<file path="config.mk">
export PLATFORM = sky130hd
export DESIGN_NAME = lane_mask_stack
export DESIGN_NICKNAME = d
export VERILOG_FILES = /design/src/rtl/lane_mask_pkg.sv /design/src/rtl/mask_save_stack.sv /design/src/rtl/mask_step_logic.sv /design/src/rtl/lane_mask_stack.sv
export SDC_FILE = /design/constraint.sdc
export NUM_CORES = 1
export LEC_CHECK = 0
export BUFFER_PORTS_ARGS = -buffer_cell sky130_fd_sc_hd__buf_4
export CAP_MARGIN = 25
export CELL_PAD_IN_SITES_DETAIL_PLACEMENT = 1
export CELL_PAD_IN_SITES_GLOBAL_PLACEMENT = 1
export CORE_UTILIZATION = 59
export CTS_CLUSTER_DIAMETER = 150
export DETAILED_ROUTE_END_ITERATION = 7
export GPL_TIMING_DRIVEN = 0
export PLACE_DENSITY = 0.83
export SLEW_MARGIN = 20
export SYNTH_ARGS = -nofsm -noshare
export SYNTH_HDL_FRONTEND = slang
export SYNTH_SLANG_ARGS = --single-unit
</file>
<file path="constraint.sdc">
create_clock -name clk -period 13.7 [get_ports clk]
set_input_delay 2.74 -clock clk [delete_from_list [all_inputs] [get_ports clk]]
set_output_delay 2.74 -clock clk [all_outputs]
set_load 0.005 [all_outputs]
</file>
<file path="src/rtl/lane_mask_pkg.sv">
package lane_mask_pkg;

    typedef enum logic [1:0] {
        OP_NOP   = 2'd0,
        OP_OPEN  = 2'd1,
        OP_ALT   = 2'd2,
        OP_CLOSE = 2'd3
    } mask_op_e;

endpackage

</file>
<file path="src/rtl/mask_save_stack.sv">
module mask_save_stack #(
    parameter int WIDTH = 64,
    parameter int DEPTH = 16
) (
    input  logic             clk,
    input  logic             rst_n,
    input  logic             push,
    input  logic             pop,
    input  logic [WIDTH-1:0] push_data,
    output logic [WIDTH-1:0] top_data,
    output logic             full,
    output logic             empty
);
    localparam int PW = $clog2(DEPTH + 1);
    localparam int IW = (DEPTH > 1) ? $clog2(DEPTH) : 1;

    logic [PW-1:0]    sp_d, sp_q;
    logic [IW-1:0]    wr_idx, rd_idx;
    logic [WIDTH-1:0] slot_q [DEPTH];

    assign full   = (sp_q == PW'(DEPTH));
    assign empty  = (sp_q == '0);
    assign wr_idx = IW'(sp_q);
    assign rd_idx = IW'(sp_q - PW'(1));

    always_comb begin
        sp_d = sp_q;
        if (push && !full)
            sp_d = sp_q + PW'(1);
        else if (pop && !empty)
            sp_d = sp_q - PW'(1);
    end

    always_ff @(posedge clk) begin
        if (!rst_n)
            sp_q <= '0;
        else
            sp_q <= sp_d;
    end

    for (genvar g = 0; g < DEPTH; g++) begin : g_slot
        always_ff @(posedge clk) begin
            if (push && !full && wr_idx == IW'(g))
                slot_q[g] <= push_data;
        end
    end

    assign top_data = empty ? '0 : slot_q[rd_idx];

endmodule

</file>
<file path="src/rtl/mask_step_logic.sv">
module mask_step_logic
    import lane_mask_pkg::*;
#(
    parameter int LANES = 64
) (
    input  logic             cmd_valid,
    input  logic [1:0]       cmd,
    input  logic [LANES-1:0] cond,
    input  logic [LANES-1:0] mask_cur,
    input  logic [LANES-1:0] saved_top,
    input  logic             stk_full,
    input  logic             stk_empty,
    output logic [LANES-1:0] mask_nxt,
    output logic             do_push,
    output logic             do_pop,
    output logic             ovf_evt,
    output logic             unf_evt
);
    mask_op_e op;

    always_comb begin
        op       = cmd_valid ? mask_op_e'(cmd) : OP_NOP;
        mask_nxt = mask_cur;
        do_push  = 1'b0;
        do_pop   = 1'b0;
        ovf_evt  = 1'b0;
        unf_evt  = 1'b0;
        unique case (op)
            OP_OPEN: begin
                if (stk_full) begin
                    ovf_evt = 1'b1;
                end else begin
                    do_push  = 1'b1;
                    mask_nxt = cond & mask_cur;
                end
            end
            OP_ALT: begin
                if (stk_empty)
                    unf_evt = 1'b1;
                else
                    mask_nxt = ~mask_cur & saved_top;
            end
            OP_CLOSE: begin
                if (stk_empty) begin
                    unf_evt = 1'b1;
                end else begin
                    do_pop   = 1'b1;
                    mask_nxt = saved_top;
                end
            end
            default: ;
        endcase
    end

endmodule

</file>
<file path="src/rtl/lane_mask_stack.sv">
module lane_mask_stack #(
    parameter int LANES = 64,
    parameter int DEPTH = 16
) (
    input  logic             clk,
    input  logic             rst_n,
    input  logic             cmd_valid,
    input  logic [1:0]       cmd,
    input  logic [LANES-1:0] cond,
    output logic [LANES-1:0] exec_mask,
    output logic             mask_zero,
    output logic             overflow,
    output logic             underflow
);
    typedef struct packed {
        logic [LANES-1:0] mask;
        logic             ovf;
        logic             unf;
    } ctl_state_t;

    ctl_state_t       st_d, st_q;
    logic [LANES-1:0] mask_nxt, saved_top;
    logic             do_push, do_pop, ovf_evt, unf_evt;
    logic             stk_full, stk_empty;

    mask_save_stack #(.WIDTH(LANES), .DEPTH(DEPTH)) u_stack (
        .clk       (clk),
        .rst_n     (rst_n),
        .push      (do_push),
        .pop       (do_pop),
        .push_data (st_q.mask),
        .top_data  (saved_top),
        .full      (stk_full),
        .empty     (stk_empty)
    );

    mask_step_logic #(.LANES(LANES)) u_step (
        .cmd_valid (cmd_valid),
        .cmd       (cmd),
        .cond      (cond),
        .mask_cur  (st_q.mask),
        .saved_top (saved_top),
        .stk_full  (stk_full),
        .stk_empty (stk_empty),
        .mask_nxt  (mask_nxt),
        .do_push   (do_push),
        .do_pop    (do_pop),
        .ovf_evt   (ovf_evt),
        .unf_evt   (unf_evt)
    );

    always_comb begin
        st_d      = st_q;
        st_d.mask = mask_nxt;
        if (ovf_evt) st_d.ovf = 1'b1;
        if (unf_evt) st_d.unf = 1'b1;
    end

    always_ff @(posedge clk) begin
        if (!rst_n) begin
            st_q.mask <= '1;
            st_q.ovf  <= 1'b0;
            st_q.unf  <= 1'b0;
        end else begin
            st_q <= st_d;
        end
    end

    assign exec_mask = st_q.mask;
    assign mask_zero = ~|st_q.mask;
    assign overflow  = st_q.ovf;
    assign underflow = st_q.unf;

endmodule

</file>
==> impl_metrics.yaml <==
yosys:
  synth_nets: 2035
  ys_types: 46
  synth-edff-count: 1024
  synthMuxAreaShare: 0.1567
  yosysSeqAreaShare: 0.7597
  synth.top_cell.area_share: 0.7261
  ys_top_cells_by_area: "edfxtp_1, mux4_2, dfxtp_1"
  synth_area_sq_um: 42350
  ys_seq_elements: 1095
  synth_fa_ha_area_frac: 0.001477
  synth_top_family_by_area: "multiplexers"
  synth-async-reset-ratio: 0
  synth_flop_cell: "edfxtp_1"
  synthSimpleGateAreaFrac: 0.02154
  synth_xor_area_frac: 0.001655
  netlist_instances: 1961
  yosys_warnings: 0
  synth_top_area_cell: "edfxtp_1"
  synth_compound_area_frac: 0.04284
  synth_area_per_cell_sq_um: 21.60
critical_path:
  reg2reg_slack_ns: 8.95
  path_buf_inv: 1
  crit_type: "reg -> out"
  crit_path_start_kind: "flip-flop"
  crit_family: "simple AND/OR/NAND/NOR gates"
  critical-path-slowest-cell: "nor4_1"
  endpoint_kind: "output pin"
  crit_arrival_ns: 3.23
  worstPathMaxFanout: 20
  worstPathRequired_ns: 10.96
  crit_top_cell: "nor4_1"
  slowest_delay_ns: 0.85
  cp_cell_sequence: "nor4_1 > nand4_1 > nor4_1 > buf_4"
cts:
  htreeDepth: 3
  clkLatencyLatePin_ns: 0.69
  post_cts_buffers: 0
  cts_buffers: 107
  holdBufCountCts: 0
  cts_tree: "done"
  cts_buffer_depth: 3
  cts_resized: 0
  clock-root-buffer: "clkbuf_16"
  clkTransAtPathRegs_ns: 0.06
  clock_sinks: 1095
detailed_routing:
  num_vias: 22650
  antenna_left: 0
  drt_iter0_markers: 2591
  routedWlPerCell_microns: 36.22
  drtPass1Iterations: 5
  wirelength_mm: 118.2
  vias_per_cell: 6.940
  drc_errors: 0
floorplan:
  start_util: 0.6006
  fp.dieH_microns: 269.9
  num_rows: 97
  boundaryPins: 136
  die_w_microns: 269.9
  dieArea_sq_um: 72850
  core_sq_um: 70510
timing:
  fmax_mhz: 167.4
  fin_skew_ns: 0.03010
  holdWs_ns: 0.4800
  finalHoldViolCount: 0
  finalSetupViolations: 0
  min_period_over_period: 0.4359
  finalMaxSlewViolations: 0
  rsz0062_at_grt: "no"
  final.setup.worst_slack_ns: 7.728
  relSlewSlack: 0.3037
  fin_crit_ns: 5.972
  max_slew.worst_pin.slew_ns: 1.044
power_and_ir_drop:
  power_density_nw_per_um2: 156.8
  max-vdd-ir-drop_uv: 109.7
  p_leak_nw: 14.86
place:
  numPortBuffers: 134
  gp_congestion: 0.8066
  dp_hpwl_mm: 69.90
  place_worst_setup_slack_ns: 7.769
cells_and_area:
  drive_above_1_share: 0.3137
  layout-area-overhead-vs-synth_pct: 14.86
  antennaDiodeCount: 0
  nNetsFinal: 2305
  fillerInstances: 5495
global_routing:
  grt_overflow: 0
  grt_max_degree: 41
  antenna_found_initial: 2
  grt_pass1_vias: 24370
  grt_use_total: 0.3297
  grt_pass1_wl_mm: 170.1
status:
  run_status: "finished clean"
flow_run:
  max_cap_viol_count: 0
min_path:
  hold_path.class: "reg -> reg"
[per-stage QoR]
step                        util  std cells  TNS [ns]  instance area (sq um)  total power [mW]
final                     0.6898       3264         0                  48640             7.627
after global routing      0.6898       3264         0                  48640             7.772
after CTS                 0.6897       3263         0                  48640             7.629
after detailed placement  0.6392       3061         0                  45070             4.629
after global placement    0.6315       3035    -7.274                  44530             4.577
after floorplan                -       1961         0                  42350             4.326
[report_power, final]
group          switching [mW]  internal [mW]  total, mW  leakage [nW]
clock                    1.29           1.75       3.04          1.74
sequential              0.123           3.74       3.86          9.51
combinational           0.412          0.313      0.725          3.62
[synthesized netlist by cell type, drive strengths merged, types with 3 or more instances]
master and count:
a21boi 3, nor2 3, and3 4, o311ai 25, edfxtp 1024, buf 80
nor2b 28, a21oi 39, nor3 3, dfxtp 71, nor4 17, mux4 256
nand2 44, ha 5, o211ai 103, nand4 5, nand3 40, a22o 25
a221oi 25, and2 15, mux2i 43, xnor2 4, clkbuf 43, mux2 39
[routing by layer]
metal / GRT usage / wire (microns) / vias up / share of wire
met4: 0.1355 / 4666 / 2 / 0.039
met2: 0.5619 / 60740 / 1419 / 0.51
li1: - / - / 8895 / -
met1: 0.4145 / 42240 / 12030 / 0.36
met3: 0.06935 / 10580 / 309 / 0.089
met5: 0 / 11 / - / 0.000093
[cell usage in the layout (no fill, tap or decap), types with 4 or more instances in the layout]
cell type / n
a21oi_1: 39
a22o_1: 25
o211ai_1: 103
clkbuf_1: 73
a221oi_1: 5
and2_1: 4
buf_6: 14
buf_2: 47
buf_1: 5
mux2_2: 38
buf_4: 160
ha_1: 5
nor2b_1: 28
mux2i_1: 43
edfxtp_1: 1024
nand3_1: 40
clkbuf_16: 111
clkinvlp_4: 5
clkinv_2: 18
o311ai_1: 25
clkbuf_8: 8
nand4_1: 5
bufinv_16: 12
a221oi_2: 20
nand2_1: 44
nor4_1: 17
mux4_2: 256
and2_4: 11
buf_16: 13
clkinv_1: 15
dfxtp_1: 71
[path summary, 6_finish.rpt]
path	endpoint	start	depth (start not counted)
max reg2reg	exec_mask[5]	u_stack.sp_q[0]	14
min	underflow	underflow	1
min reg2reg	underflow	underflow	1
max	mask_zero	exec_mask[11]	4
[registers in the layout, summed over array words and instances (netlist names)]
register / count
overflow: 1
underflow: 1
u_stack.sp_q: 5
u_stack.slot_q: 1024
exec_mask: 64
[logic make-up after synthesis]
logic type               Yosys count
AO/OA/AOI/OAI                    226
XOR/XNOR                           5
adder cells (fa/ha/maj)            5
buffers and inverters            125
flip-flops                      1095
multiplexers                     338
AND/OR/NAND/NOR                  167
[final cells by class]
cell class	instances	area (sq um)	share of cell area
Buffer	123	676.9	0.01392
Clock buffer	150	3004	0.06176
Clock inverter	52	561.8	0.01155
Inverter	2	7.507	0.0001543
Multi-Input combinational cell	741	9544	0.1962
Sequential cell	1095	32170	0.6614
Tap cell	940	1176	0.02418
Timing Repair Buffer	161	1499	0.03082
Power figures use the tool's default switching activity.
